--- config.mk ---
export PLATFORM = sky130hd
export DESIGN_NAME = audio_rx
export DESIGN_NICKNAME = d
export VERILOG_FILES = /design/src/rtl/audio_rx_pkg.sv /design/src/rtl/audio_rx_sync.sv /design/src/rtl/audio_rx_deframe.sv /design/src/rtl/audio_rx_zero.sv /design/src/rtl/audio_rx.sv
export SDC_FILE = /design/constraint.sdc
export NUM_CORES = 1
export LEC_CHECK = 0
export BUFFER_PORTS_ARGS = -buffer_cell sky130_fd_sc_hd__buf_2
export CORE_MARGIN = 1
export CORE_UTILIZATION = 55
export CTS_CLUSTER_DIAMETER = 80
export CTS_CLUSTER_SIZE = 14
export DETAILED_ROUTE_END_ITERATION = 8
export HOLD_SLACK_MARGIN = 0.03
export PLACE_DENSITY_LB_ADDON = 0.1
export SLEW_MARGIN = 10
export SYNTH_ARGS = -nofsm -noshare
export SYNTH_HDL_FRONTEND = slang
export SYNTH_HIERARCHICAL = 1
export SYNTH_SLANG_ARGS = --single-unit
--- constraint.sdc ---
create_clock -name clk_i -period 2.32 [get_ports clk_i]
set_input_delay 0.464 -clock clk_i [delete_from_list [all_inputs] [get_ports clk_i]]
set_output_delay 0.464 -clock clk_i [all_outputs]
set_load 0.005 [all_outputs]
--- src/rtl/audio_rx_pkg.sv ---
package audio_rx_pkg;
  localparam int SAMPLE_W = 24;
  localparam int CNT_W    = 6;

  function automatic logic [CNT_W-1:0] wlen_bits(input logic [1:0] code);
    case (code)
      2'b01:   return CNT_W'(20);
      2'b10:   return CNT_W'(24);
      default: return CNT_W'(16);  // 2'b11 reserved -> 16
    endcase
  endfunction

  function automatic logic [SAMPLE_W-1:0] sext(input logic [SAMPLE_W-1:0] raw,
                                               input logic [CNT_W-1:0] n);
    case (n)
      CNT_W'(24): return raw;
      CNT_W'(20): return {{4{raw[19]}}, raw[19:0]};
      default:    return {{8{raw[15]}}, raw[15:0]};
    endcase
  endfunction
endpackage

--- src/rtl/audio_rx_sync.sv ---
module audio_rx_sync #(
  parameter int WIDTH  = 3,
  parameter int STAGES = 2
) (
  input  logic             clk_i,
  input  logic             rst_ni,
  input  logic [WIDTH-1:0] async_i,
  output logic [WIDTH-1:0] sync_o
);
  for (genvar g = 0; g < WIDTH; g++) begin : g_bit
    logic [STAGES-1:0] pipe;
    always_ff @(posedge clk_i or negedge rst_ni) begin
      if (!rst_ni) pipe <= '0;
      else         pipe <= {pipe[STAGES-2:0], async_i[g]};
    end
    assign sync_o[g] = pipe[STAGES-1];
  end
endmodule

--- src/rtl/audio_rx_deframe.sv ---
module audio_rx_deframe
  import audio_rx_pkg::*;
(
  input  logic                clk_i,
  input  logic                rst_ni,
  input  logic                rise_i,
  input  logic                sdata_i,
  input  logic                lrck_i,
  input  logic                fmt_i2s_i,
  input  logic                lr_pol_i,
  input  logic [1:0]          wlen_i,
  output logic [SAMPLE_W-1:0] left_o,
  output logic [SAMPLE_W-1:0] right_o,
  output logic                valid_o
);
  localparam logic [CNT_W-1:0] CNT_MAX = '1;

  logic                primed, lr_q, valid_q;
  logic [CNT_W-1:0]    cnt_q, nbits;
  logic [SAMPLE_W-1:0] shreg, word, left_hold, left_q, right_q;
  logic                new_half, was_left, shift_en;

  assign nbits    = wlen_bits(wlen_i);
  assign new_half = !primed || (lrck_i != lr_q);
  assign word     = sext(shreg, nbits);
  assign was_left = lr_q ^ lr_pol_i;
  // I2S: slot 0 after the edge is skipped, slots 1..N are the word
  assign shift_en = fmt_i2s_i ? (!new_half && cnt_q != '0 && cnt_q <= nbits) : 1'b1;

  always_ff @(posedge clk_i or negedge rst_ni) begin
    if (!rst_ni) begin
      primed    <= 1'b0;
      lr_q      <= 1'b0;
      cnt_q     <= '0;
      shreg     <= '0;
      left_hold <= '0;
      left_q    <= '0;
      right_q   <= '0;
      valid_q   <= 1'b0;
    end else begin
      valid_q <= 1'b0;
      if (rise_i) begin
        primed <= 1'b1;
        lr_q   <= lrck_i;
        if (new_half) begin
          cnt_q <= CNT_W'(1);
          if (primed) begin
            if (was_left) left_hold <= word;
            else begin
              left_q  <= left_hold;
              right_q <= word;
              valid_q <= 1'b1;
            end
          end
        end else if (cnt_q != CNT_MAX) begin
          cnt_q <= cnt_q + 1'b1;
        end
        if (shift_en) shreg <= {shreg[SAMPLE_W-2:0], sdata_i};
      end
    end
  end

  assign left_o  = left_q;
  assign right_o = right_q;
  assign valid_o = valid_q;

  assert_valid_single_R7: assert property (@(posedge clk_i) disable iff (!rst_ni)
    valid_o |=> !valid_o);
  assert_valid_after_rise_R7: assert property (@(posedge clk_i) disable iff (!rst_ni)
    valid_o |-> $past(rise_i));
  assert_out_hold_R7: assert property (@(posedge clk_i) disable iff (!rst_ni)
    !valid_o |-> ($stable(right_o) && $stable(left_o)));
  assert_i2s_skip_slot_R4: assert property (@(posedge clk_i) disable iff (!rst_ni)
    (rise_i && fmt_i2s_i && primed && lrck_i != lr_q) |=> $stable(shreg));
endmodule

--- src/rtl/audio_rx_zero.sv ---
module audio_rx_zero #(
  parameter int LIMIT = 65536
) (
  input  logic clk_i,
  input  logic rst_ni,
  input  logic rise_i,
  input  logic sdata_i,
  output logic zero_o
);
  localparam int            CW  = $clog2(LIMIT + 1);
  localparam logic [CW-1:0] LIM = CW'(LIMIT);

  logic [CW-1:0] run_q;

  always_ff @(posedge clk_i or negedge rst_ni) begin
    if (!rst_ni)                 run_q <= '0;
    else if (rise_i) begin
      if (sdata_i)               run_q <= '0;
      else if (run_q != LIM)     run_q <= run_q + 1'b1;
    end
  end

  assign zero_o = (run_q == LIM);

  assert_zero_clear_R8: assert property (@(posedge clk_i) disable iff (!rst_ni)
    (rise_i && sdata_i) |=> !zero_o);
  assert_zero_rise_cause_R8: assert property (@(posedge clk_i) disable iff (!rst_ni)
    $rose(zero_o) |-> $past(rise_i && !sdata_i));
endmodule

--- src/rtl/audio_rx.sv ---
module audio_rx
  import audio_rx_pkg::*;
#(
  parameter int ZERO_LIMIT  = 65536,
  parameter int SYNC_STAGES = 2
) (
  input  logic        clk_i,
  input  logic        rst_ni,
  input  logic        bck_i,
  input  logic        lrck_i,
  input  logic        sdata_i,
  input  logic        fmt_i2s_i,
  input  logic        lr_pol_i,
  input  logic [1:0]  wlen_i,
  output logic [23:0] left_o,
  output logic [23:0] right_o,
  output logic        valid_o,
  output logic        zero_o
);
  logic [2:0] s_vec;
  logic       bck_q, rise;

  audio_rx_sync #(.WIDTH(3), .STAGES(SYNC_STAGES)) u_sync (
    .clk_i   (clk_i),
    .rst_ni  (rst_ni),
    .async_i ({sdata_i, lrck_i, bck_i}),
    .sync_o  (s_vec)
  );

  always_ff @(posedge clk_i or negedge rst_ni) begin
    if (!rst_ni) bck_q <= 1'b0;
    else         bck_q <= s_vec[0];
  end
  assign rise = s_vec[0] & ~bck_q;

  audio_rx_deframe u_deframe (
    .clk_i     (clk_i),
    .rst_ni    (rst_ni),
    .rise_i    (rise),
    .sdata_i   (s_vec[2]),
    .lrck_i    (s_vec[1]),
    .fmt_i2s_i (fmt_i2s_i),
    .lr_pol_i  (lr_pol_i),
    .wlen_i    (wlen_i),
    .left_o    (left_o),
    .right_o   (right_o),
    .valid_o   (valid_o)
  );

  audio_rx_zero #(.LIMIT(ZERO_LIMIT)) u_zero (
    .clk_i   (clk_i),
    .rst_ni  (rst_ni),
    .rise_i  (rise),
    .sdata_i (s_vec[2]),
    .zero_o  (zero_o)
  );
endmodule

==> results of run 1 <==
==> sequential cells by signal, indices dropped and copies added (netlist names) <==
signal and count:
bck_q 1, u_deframe/cnt_q 6, u_deframe/left_hold 24, u_deframe/left_o 24
u_deframe/lr_q 1, u_deframe/primed 1, u_deframe/right_o 24, u_deframe/shreg 24
u_deframe/valid_o 1, u_sync/g_bit.pipe 6, u_zero/run_q 17
==> metal layers <==
layer | GRT usage, % | vias up | wire length [µm]
met2 | 36.8 | 63 | 5240
met1 | 29.0 | 1888 | 4950
met3 | 7.19 | 11 | 439
li1 | - | 1768 | -
met4 | 6.28 | 0 | 87
met5 | 0 | - | 0
==> final cells by class <==
cell class              instances  share of cell area (%)
clock buffers                  20                    6.50
clock inverters                12                    2.69
inverters                      27                    1.51
multi-input cells             288                    31.8
flip-flops and latches        129                    48.2
well taps                     133                    2.48
repair buffers                 73                    6.83
==> power breakdown <==
group          internal (µW)  switching [µW]  leakage, µW
clock                   1780             976     0.000296
sequential              2730             353      0.00170
combinational            579             467      0.00128
total                   5090            1790      0.00328
==> worst paths after layout <==
kind	start	end	cells past startpoint
worst max-delay path	u_zero/run_q[0]	zero_o	6
worst min-delay path	sdata_i	u_sync/g_bit[2].pipe[0]	1
worst max register to register	u_deframe/cnt_q[0]	u_deframe/shreg[7]	7
worst min register to register	u_sync/g_bit[2].pipe[0]	u_sync/g_bit[2].pipe[1]	0
max in group asynchronous	rst_ni	u_zero/run_q[0]	3
min in group asynchronous	rst_ni	u_deframe/cnt_q[5]	2
==> synthesized netlist by cell type (2+ instances only) <==
| master | n |
|---|---|
| nor4b_1 | 3 |
| nor3b_1 | 2 |
| o211ai_1 | 6 |
| nand2_1 | 64 |
| nor4_1 | 5 |
| o221ai_1 | 2 |
| a21o_1 | 5 |
| mux2_2 | 63 |
| nor3_1 | 8 |
| nor2_1 | 16 |
| nand2b_1 | 5 |
| ha_1 | 9 |
| nor2b_1 | 7 |
| buf_2 | 4 |
| o22ai_1 | 7 |
| clkbuf_1 | 6 |
| buf_6 | 6 |
| nand3_1 | 8 |
| o21ai_0 | 8 |
| o21a_1 | 2 |
| inv_1 | 27 |
| mux2_1 | 2 |
| and3_1 | 3 |
| a21oi_1 | 13 |
| nand3_2 | 2 |
| xor2_1 | 3 |
| nand4_1 | 7 |
| dfrtp_1 | 129 |
| mux2i_1 | 11 |
| buf_4 | 4 |
==> worst max-delay path: cells and delay by family (launching register included) <==
kind | cells | cell delay [ns]
buffers and inverters | 3 | 0.26
DFF | 1 | 0.43
adders and majority gates | 1 | 0.17
and+or+nand+nor | 2 | 0.37
==> through the flow <==
stage / utilization, % / hold WS [ns] / setup slack (ns) / power [µW] / cells
after CTS: 67.8 / 0.0342 / 0.0302 / 6950 / 679
after floorplan: - / 0.168 / 0.318 / 3660 / 466
after global placement: 61.3 / 0.333 / 0.193 / 4100 / 645
after detailed placement: 61.3 / 0.336 / 0.156 / 4150 / 645
after global routing: 68.2 / 0.0443 / 0.00767 / 7250 / 682
final: 68.2 / 0.0607 / 0.107 / 6890 / 682
==> placed cells by master (no fill, tap or decap), drive strengths merged, types with 5 or more instances in the layout <==
cell type and instances:
buf 72, dfrtp 129, a21oi 14, ha 9
nand2 64, mux2i 11, nand4 8, clkbuf 20
a21o 5, o211ai 6, nor2 17, nor4 5
inv 29, nor3 8, nand2b 5, o21ai 9
mux2 65, nor2b 8, o22ai 7, nand3 10
==> cell families after synthesis <==
kind of cell	synth area share [%]
xor+xnor	0.628
fa+ha+maj	2.02
mux	15.1
flops	57.8
compound gates	7.42
buf+inv	4.48
simple gates	12.5
==> repair_timing <==
| action | 4_1_cts | 5_1_grt |
|---|---|---|
| endpoints found under the hold margin | 37 | 0 |
| buffers inserted | 1 | 3 |
| gates cloned | 0 | 0 |
| endpoints found under the setup margin | 1 | 1 |
| hold buffers | 1 | 0 |
| pin swaps | 1 | 0 |
| resized for setup | 1 | 5 |
==> out/results.txt, run 1 <==
status = completed
GPL Wtd Cong = 0.781
r2r setup slk = 0.32 ns
nets = 554
worst-path fanout max = 4
# port buffers = 58
global route overflow = 0
kind of critical path = flip-flop to output port
residual DRC count = 0
final wirelength = 10700 µm
FF+latch count, synth = 129
Yosys top cell by area = dfrtp_1
initial antenna violation count = 0
CTS sink count = 129
Tot GR Track Use = 22.5%
CTS clk-pin slew, worst paths = 0.06 ns
Synth async-reset ratio = 100%
CTS tree = done
share of cells above drive strength 1 = 33.0%
Die H = 103 µm
CTS max path bufs = 2
vias per cell = 5.47
number of synthesized flops with an enable pin = 0
DP Area = 6020 µm²
syn_nets = 484
worst rel slew slack = 59.5%
Clock Latency Late Sink = 0.51 ns
DR WL/cell = 15.7 µm
Synth Cell Area = 5580 µm²
global-route wire length before repair = 18000 µm
First-pass DRT Iterations = 5
register area = 3230 µm²
Std-Cell Rows = 36
DP HPWL = 6660 µm
Synth top area share = 57.8%
Unique masters post-synth = 59
Die Area = 10600 µm²
clock buffer count from CTS = 17
Synth Instances = 466
ANT cells = 0
setup TNS = 0 ns
Area Growth Syn to Fin = 20.0%
CP startpoint kind = flip-flop
final setup fails = 0
Peak VDD IR = 0.586 mV
largest cells by area after synthesis = dfrtp_1 (58%), mux2_2 (13%), nand2_1 (4.3%)
violation count after the first detailed-route iteration = 104
PwrDens = 1030 nW/µm²
I/O Pins = 59
detailed-route via count = 3730
Leak = 0.00328 µW
Worst-Margin Slew = 0.607 ns
Starting Density = 56.8%
Critical Path, Cell by Cell = inv_2 > ha_1 > nor4b_4 > nand4_1 > inv_1 > buf_2
CP Capture Type = output port
worst endpoint data arrival time = 1.75 ns
max-slew violation count = 0
post-synthesis sequential area ratio = 57.8%
largest net degree at the start of global routing = 54
Critical Path RT = 1.86 ns
YS warnings = 6
chip width = 103 µm
H-tree levels = 4
core box area = 9820 µm²
fin area = 6700 µm²
Hold Path Class = primary input to flip-flop
vias in the first global route = 3754
# fillers = 770
clock root buffer = clkbuf_8
ANT nets after route = 0
Final Skew = 0.00599 ns
Worst path slowest cell = dfrtp_2
Final Hold Vio Count = 0
RSZ-0062 raised after global routing = no
Main synth FF type = dfrtp_1
max-cap viol count = 0
Period Utilization, post-route = 95.4%
crit path time final = 2.21 ns
Avg Cell Area, Syn = 12.0 µm²
area occupied by multi-input gates = 2130 µm²
fmax = 0.452 GHz
crit-path max cell delay = 0.43 ns
Power figures use the tool's default switching activity.
==> run 2: changes to the inputs <==
--- a/config.mk
+++ b/config.mk
@@ -6,7 +6,7 @@
 export NUM_CORES = 1
 export LEC_CHECK = 0
 export BUFFER_PORTS_ARGS = -buffer_cell sky130_fd_sc_hd__buf_2
-export CORE_MARGIN = 1
+export CORE_MARGIN = 4
 export CORE_UTILIZATION = 55
 export CTS_CLUSTER_DIAMETER = 80
 export CTS_CLUSTER_SIZE = 14
==> out/results.txt, run 2 (synthesized netlist as in run 1, its figures left out) <==
Final Hold Vio Count = 0
Worst path slowest cell = dfrtp_1
most frequent cells in the layout = dfrtp_1 (129), nand2_1 (64), mux2_2 (63), buf_2 (57), inv_1 (27)
setup TNS = 0 ns
crit path time final = 2.25 ns
residual DRC count = 0
Hold Startpoint = bck_i
CP dominant cell by count = inv_1
CTS sink count = 129
Area Growth Syn to Fin = 18.8%
CP Capture Type = output port
CTS tree = done
status = completed
Leak = 0.00324 µW
Period Utilization, post-route = 97.2%
register area = 3230 µm²
fmax = 0.444 GHz
detailed-route via count = 3644
max-cap viol count = 0
# fillers = 764
vias per cell = 5.36
Clock Latency Late Sink = 0.52 ns
Die Area = 11800 µm²
Critical Path RT = 1.86 ns
Starting Density = 56.8%
most common cell after layout, fill and taps aside = dfrtp_1
kind of critical path = flip-flop to output port
final setup fails = 0
Reg2Reg Depth = 7
final wirelength = 10600 µm
CP startpoint kind = flip-flop
final core utilization = 67.5%
reg2reg end = u_deframe/shreg[1]
Tot GR Track Use = 20.1%
share of cells above drive strength 1 = 31.6%
clock root buffer = clkbuf_8
worst rel slew slack = 61.4%
area occupied by multi-input gates = 2120 µm²
Peak VDD IR = 0.810 mV
Setup WS pre-CTS = 0.136 ns
Worst-Margin Slew = 0.579 ns
WHS Endpoint = u_sync/g_bit[0].pipe[0]
worst endpoint data arrival time = 1.79 ns
max-slew violation count = 0
CTS clk-pin slew, worst paths = 0.05 ns
Worst Hold Path Cells = 1
First-pass DRT Iterations = 4
Critical Path, Cell by Cell = inv_1 > ha_1 > nor4b_4 > nand4_1 > inv_1 > buf_2
violation count after the first detailed-route iteration = 173
global route overflow = 0
fin area = 6630 µm²
ANT cells = 0
reg-to-reg startpoint = u_deframe/cnt_q[0]
initial antenna violation count = 0
# port buffers = 58
GPL Wtd Cong = 0.851
global-route wire length before repair = 18400 µm
DR WL/cell = 15.6 µm
I/O Pins = 59
Final Skew = 0.0110 ns
H-tree levels = 4
vias in the first global route = 3791
Die H = 109 µm
ANT nets after route = 0
chip width = 109 µm
CTS max path bufs = 2
core box area = 9820 µm²
PwrDens = 983 nW/µm²
nets = 553
WHS = 0.0621 ns
Hold Path Class = primary input to flip-flop
DP Area = 6020 µm²
crit-path max cell delay = 0.41 ns
clock buffer count from CTS = 17
fin worst setup slack = 0.0656 ns
largest net degree at the start of global routing = 54
Std-Cell Rows = 36
worst-path fanout max = 4
r2r setup slk = 0.43 ns
DP HPWL = 6830 µm
[run 2: final cells by class]
cell class,instances,share of cell area [%]
Clock buffer,24,7.40
Timing Repair Buffer,72,7.06
Clock inverter,7,0.793
Multi-Input combinational cell,288,32.0
Inverter,27,1.53
Tap cell,133,2.51
Sequential cell,129,48.7
[run 2: repair_timing]
item	in CTS	in global routing
resized for setup	1	1
hold buffers	3	0
pin swaps	1	1
endpoints found under the setup margin	1	1
hold endpoints to repair	32	0
setup buffers	1	2
[run 2: where the power goes]
group          internal, µW  total (µW)  switching [µW]
Combinational           578        1050             469
Clock                  1450        2380             930
Sequential             2730        3090             357
Total                  4760        6520            1760
[run 2: worst max-delay path by stage]
stage | startpoint | end | slack [ns] | cells past startpoint
floorplan | wlen_i[0] | u_deframe/shreg[10] | 0.32 | 9
global placement | wlen_i[0] | u_deframe/shreg[8] | 0.19 | 10
detailed placement | wlen_i[0] | u_deframe/shreg[0] | 0.14 | 10
CTS | u_zero/run_q[0] | zero_o | 0.04 | 6
global route | u_zero/run_q[0] | zero_o | -0.04 | 6
finish | u_zero/run_q[0] | zero_o | 0.07 | 6
[run 2: metal layers]
metal	part of all wire, %	up-vias	GRT usage [%]
met5	0	-	0
met4	0.90	0	7.75
met3	3.8	7	6.69
met2	49	52	31.1
met1	46	1828	26.5
li1	-	1757	-
[run 2: critical path: cells and delay by family (launching register included)]
| family | cells | cell delay (ns) |
|---|---|---|
| and+or+nand+nor | 2 | 0.40 |
| DFF | 1 | 0.41 |
| buffers and inverters | 3 | 0.28 |
| adders and majority gates | 1 | 0.20 |
[run 2: per-stage QoR]
step           power (µW)  cells
3_5_place_dp         4160    643
4_1_cts              6590    678
5_1_grt              6910    680
6_report             6520    680
3_3_place_gp         4110    643
2_1_floorplan        3660    466
==> run 3: changes to the inputs <==
--- a/config.mk
+++ b/config.mk
@@ -5,6 +5,7 @@
 export SDC_FILE = /design/constraint.sdc
 export NUM_CORES = 1
 export LEC_CHECK = 0
+export ABC_AREA = 1
 export BUFFER_PORTS_ARGS = -buffer_cell sky130_fd_sc_hd__buf_2
 export CORE_MARGIN = 4
 export CORE_UTILIZATION = 55
@@ -13,6 +14,7 @@
 export DETAILED_ROUTE_END_ITERATION = 8
 export HOLD_SLACK_MARGIN = 0.03
 export PLACE_DENSITY_LB_ADDON = 0.1
+export SETUP_SLACK_MARGIN = 0.4
 export SLEW_MARGIN = 10
 export SYNTH_ARGS = -nofsm -noshare
 export SYNTH_HDL_FRONTEND = slang
==> out/results.txt, run 3 <==
status = completed
violation count after the first detailed-route iteration = 298
WHS Endpoint = u_sync/g_bit[1].pipe[1]
clock root buffer = clkbuf_8
Final Skew = 0.00505 ns
Clock Latency Late Sink = 0.51 ns
CP Capture Type = output port
most common cell in the netlist = nand2_1
Std-Cell Rows = 37
crit path time final = 2.06 ns
placed cells = 839
core box area = 10300 µm²
CTS sink count = 129
Period Utilization, post-route = 88.7%
FF+latch count, synth = 129
Synth top area share = 56.1%
ANT nets after route = 0
worst-path fanout max = 2
fmax = 0.486 GHz
Leak = 0.00367 µW
Synth async-reset ratio = 100%
Worst-Margin Slew = 0.470 ns
worst rel slew slack = 68.7%
ANT cells = 0
Unique masters post-synth = 32
Yosys top cell by area = dfrtp_1
clock buffer count from CTS = 17
max-cap viol count = 0
detailed-route via count = 4533
Main synth FF type = dfrtp_1
Die Area = 12200 µm²
chip width = 110 µm
largest net degree at the start of global routing = 54
CTS max path bufs = 2
I/O Pins = 59
r2r setup slk = 0.49 ns
nets = 754
CTS tree = done
Peak VDD IR = 0.611 mV
Hold Path Class = flip-flop to flip-flop
number of synthesized flops with an enable pin = 0
CP startpoint kind = flip-flop
register area = 3230 µm²
max-slew violation count = 0
Synth Instances = 666
Area Growth Syn to Fin = 20.8%
Reg2Reg Depth = 14
GPL Wtd Cong = 0.843
YS warnings = 6
commonest cells in the netlist = nand2_1 (263), dfrtp_1 (129), inv_1 (54)
WHS = 0.347 ns
syn_nets = 684
final core utilization = 67.6%
final setup fails = 0
residual DRC count = 0
setup TNS = 0 ns
most frequent cells in the layout = nand2_1 (261), dfrtp_1 (129), buf_2 (57), inv_1 (54), o21ai_0 (47)
global route overflow = 0
final wirelength = 11700 µm
share of cells above drive strength 1 = 18.7%
largest cells by area after synthesis = dfrtp_1 (56%), nand2_1 (17%), o21ai_0 (4.1%)
Die H = 110 µm
RSZ-0062 raised after global routing = yes
DR WL/cell = 13.2 µm
reg2reg end = u_zero/run_q[0]
# port buffers = 58
kind of critical path = flip-flop to output port
# fillers = 861
Hold Startpoint = u_sync/g_bit[1].pipe[0]
most common cell after layout, fill and taps aside = nand2_1
H-tree levels = 4
vias per cell = 5.12
First-pass DRT Iterations = 5
post-synthesis sequential area ratio = 56.1%
reg-to-reg startpoint = u_zero/run_q[0]
Synth Cell Area = 5750 µm²
global-route wire length before repair = 19800 µm
initial antenna violation count = 0
vias in the first global route = 4196
area occupied by multi-input gates = 2170 µm²
Worst Hold Path Cells = 0
CTS clk-pin slew, worst paths = 0.06 ns
Starting Density = 56.0%
Critical Path RT = 1.86 ns
Final Hold Vio Count = 0
worst endpoint data arrival time = 1.59 ns
Avg Cell Area, Syn = 8.64 µm²
Tot GR Track Use = 20.9%
Non-Filler Instances = 885
DP HPWL = 7690 µm
PwrDens = 983 nW/µm²
## run 3: kinds of logic after synthesis
logic type	count (synthesis)	synth area share (%)
XOR/XNOR	8	1.22
AND/OR/NAND/NOR	363	26.6
AO/OA/AOI/OAI	75	7.22
adder cells (fa/ha/maj)	9	1.96
buffers and inverters	82	6.94
flip-flops	129	56.1
## run 3: critical path: stages, from the launching register on
cell     delay (ns)
dfrtp_1        0.38
inv_1          0.06
ha_1           0.13
nand2_1        0.05
inv_1          0.06
nand2_2        0.07
nor2_4         0.10
nand2_2        0.08
inv_1          0.05
buf_2          0.10
## run 3: power breakdown
part | leakage [µW] | internal, µW | switching (µW)
Clock | 0.000338 | 2130 | 956
Sequential | 0.00174 | 2610 | 229
Combinational | 0.00159 | 365 | 537
## run 3: worst max-delay path by stage
| stage | from | end | cells after the start |
|---|---|---|---|
| after global placement | wlen_i[0] | u_deframe/shreg[3] | 13 |
| after CTS | u_zero/run_q[0] | zero_o | 9 |
| final | u_zero/run_q[0] | zero_o | 9 |
| after global routing | u_zero/run_q[1] | zero_o | 9 |
| after floorplan | wlen_i[0] | u_deframe/shreg[10] | 12 |
| after detailed placement | wlen_i[0] | u_deframe/shreg[13] | 13 |
## run 3: routing by layer
metal  GRT usage (%)  vias to the layer above  wire (µm)
met5               0                        -          0
met4            8.53                        0        218
li1                -                     2237          -
met1            29.1                     2146       5440
met3            4.60                       26        626
met2            31.8                      124       5390
## run 3: timing repair
action	CTS	global route
resized for setup	3	8
pin swaps	1	1
hold endpoints to repair	28	0
buffers inserted	7	3
hold buffers	4	0
endpoints found under the setup margin	1	47
## run 3: through the flow
step | worst slack [ns] | instance area (µm²) | power (µW)
2_1_floorplan | 0.588 | 5750 | 3390
3_3_place_gp | 0.224 | 6090 | 3710
3_5_place_dp | 0.181 | 6090 | 3740
4_1_cts | 0.215 | 6890 | 6870
5_1_grt | 0.177 | 6950 | 7180
6_report | 0.263 | 6950 | 6830
## run 3: cell type report
class | instances | area share, %
inverters | 56 | 3.06
well taps | 136 | 2.45
clock buffers | 19 | 6.35
flip-flops and latches | 129 | 46.4
multi-input cells | 455 | 31.2
clock inverters | 13 | 3.65
repair buffers | 77 | 6.82
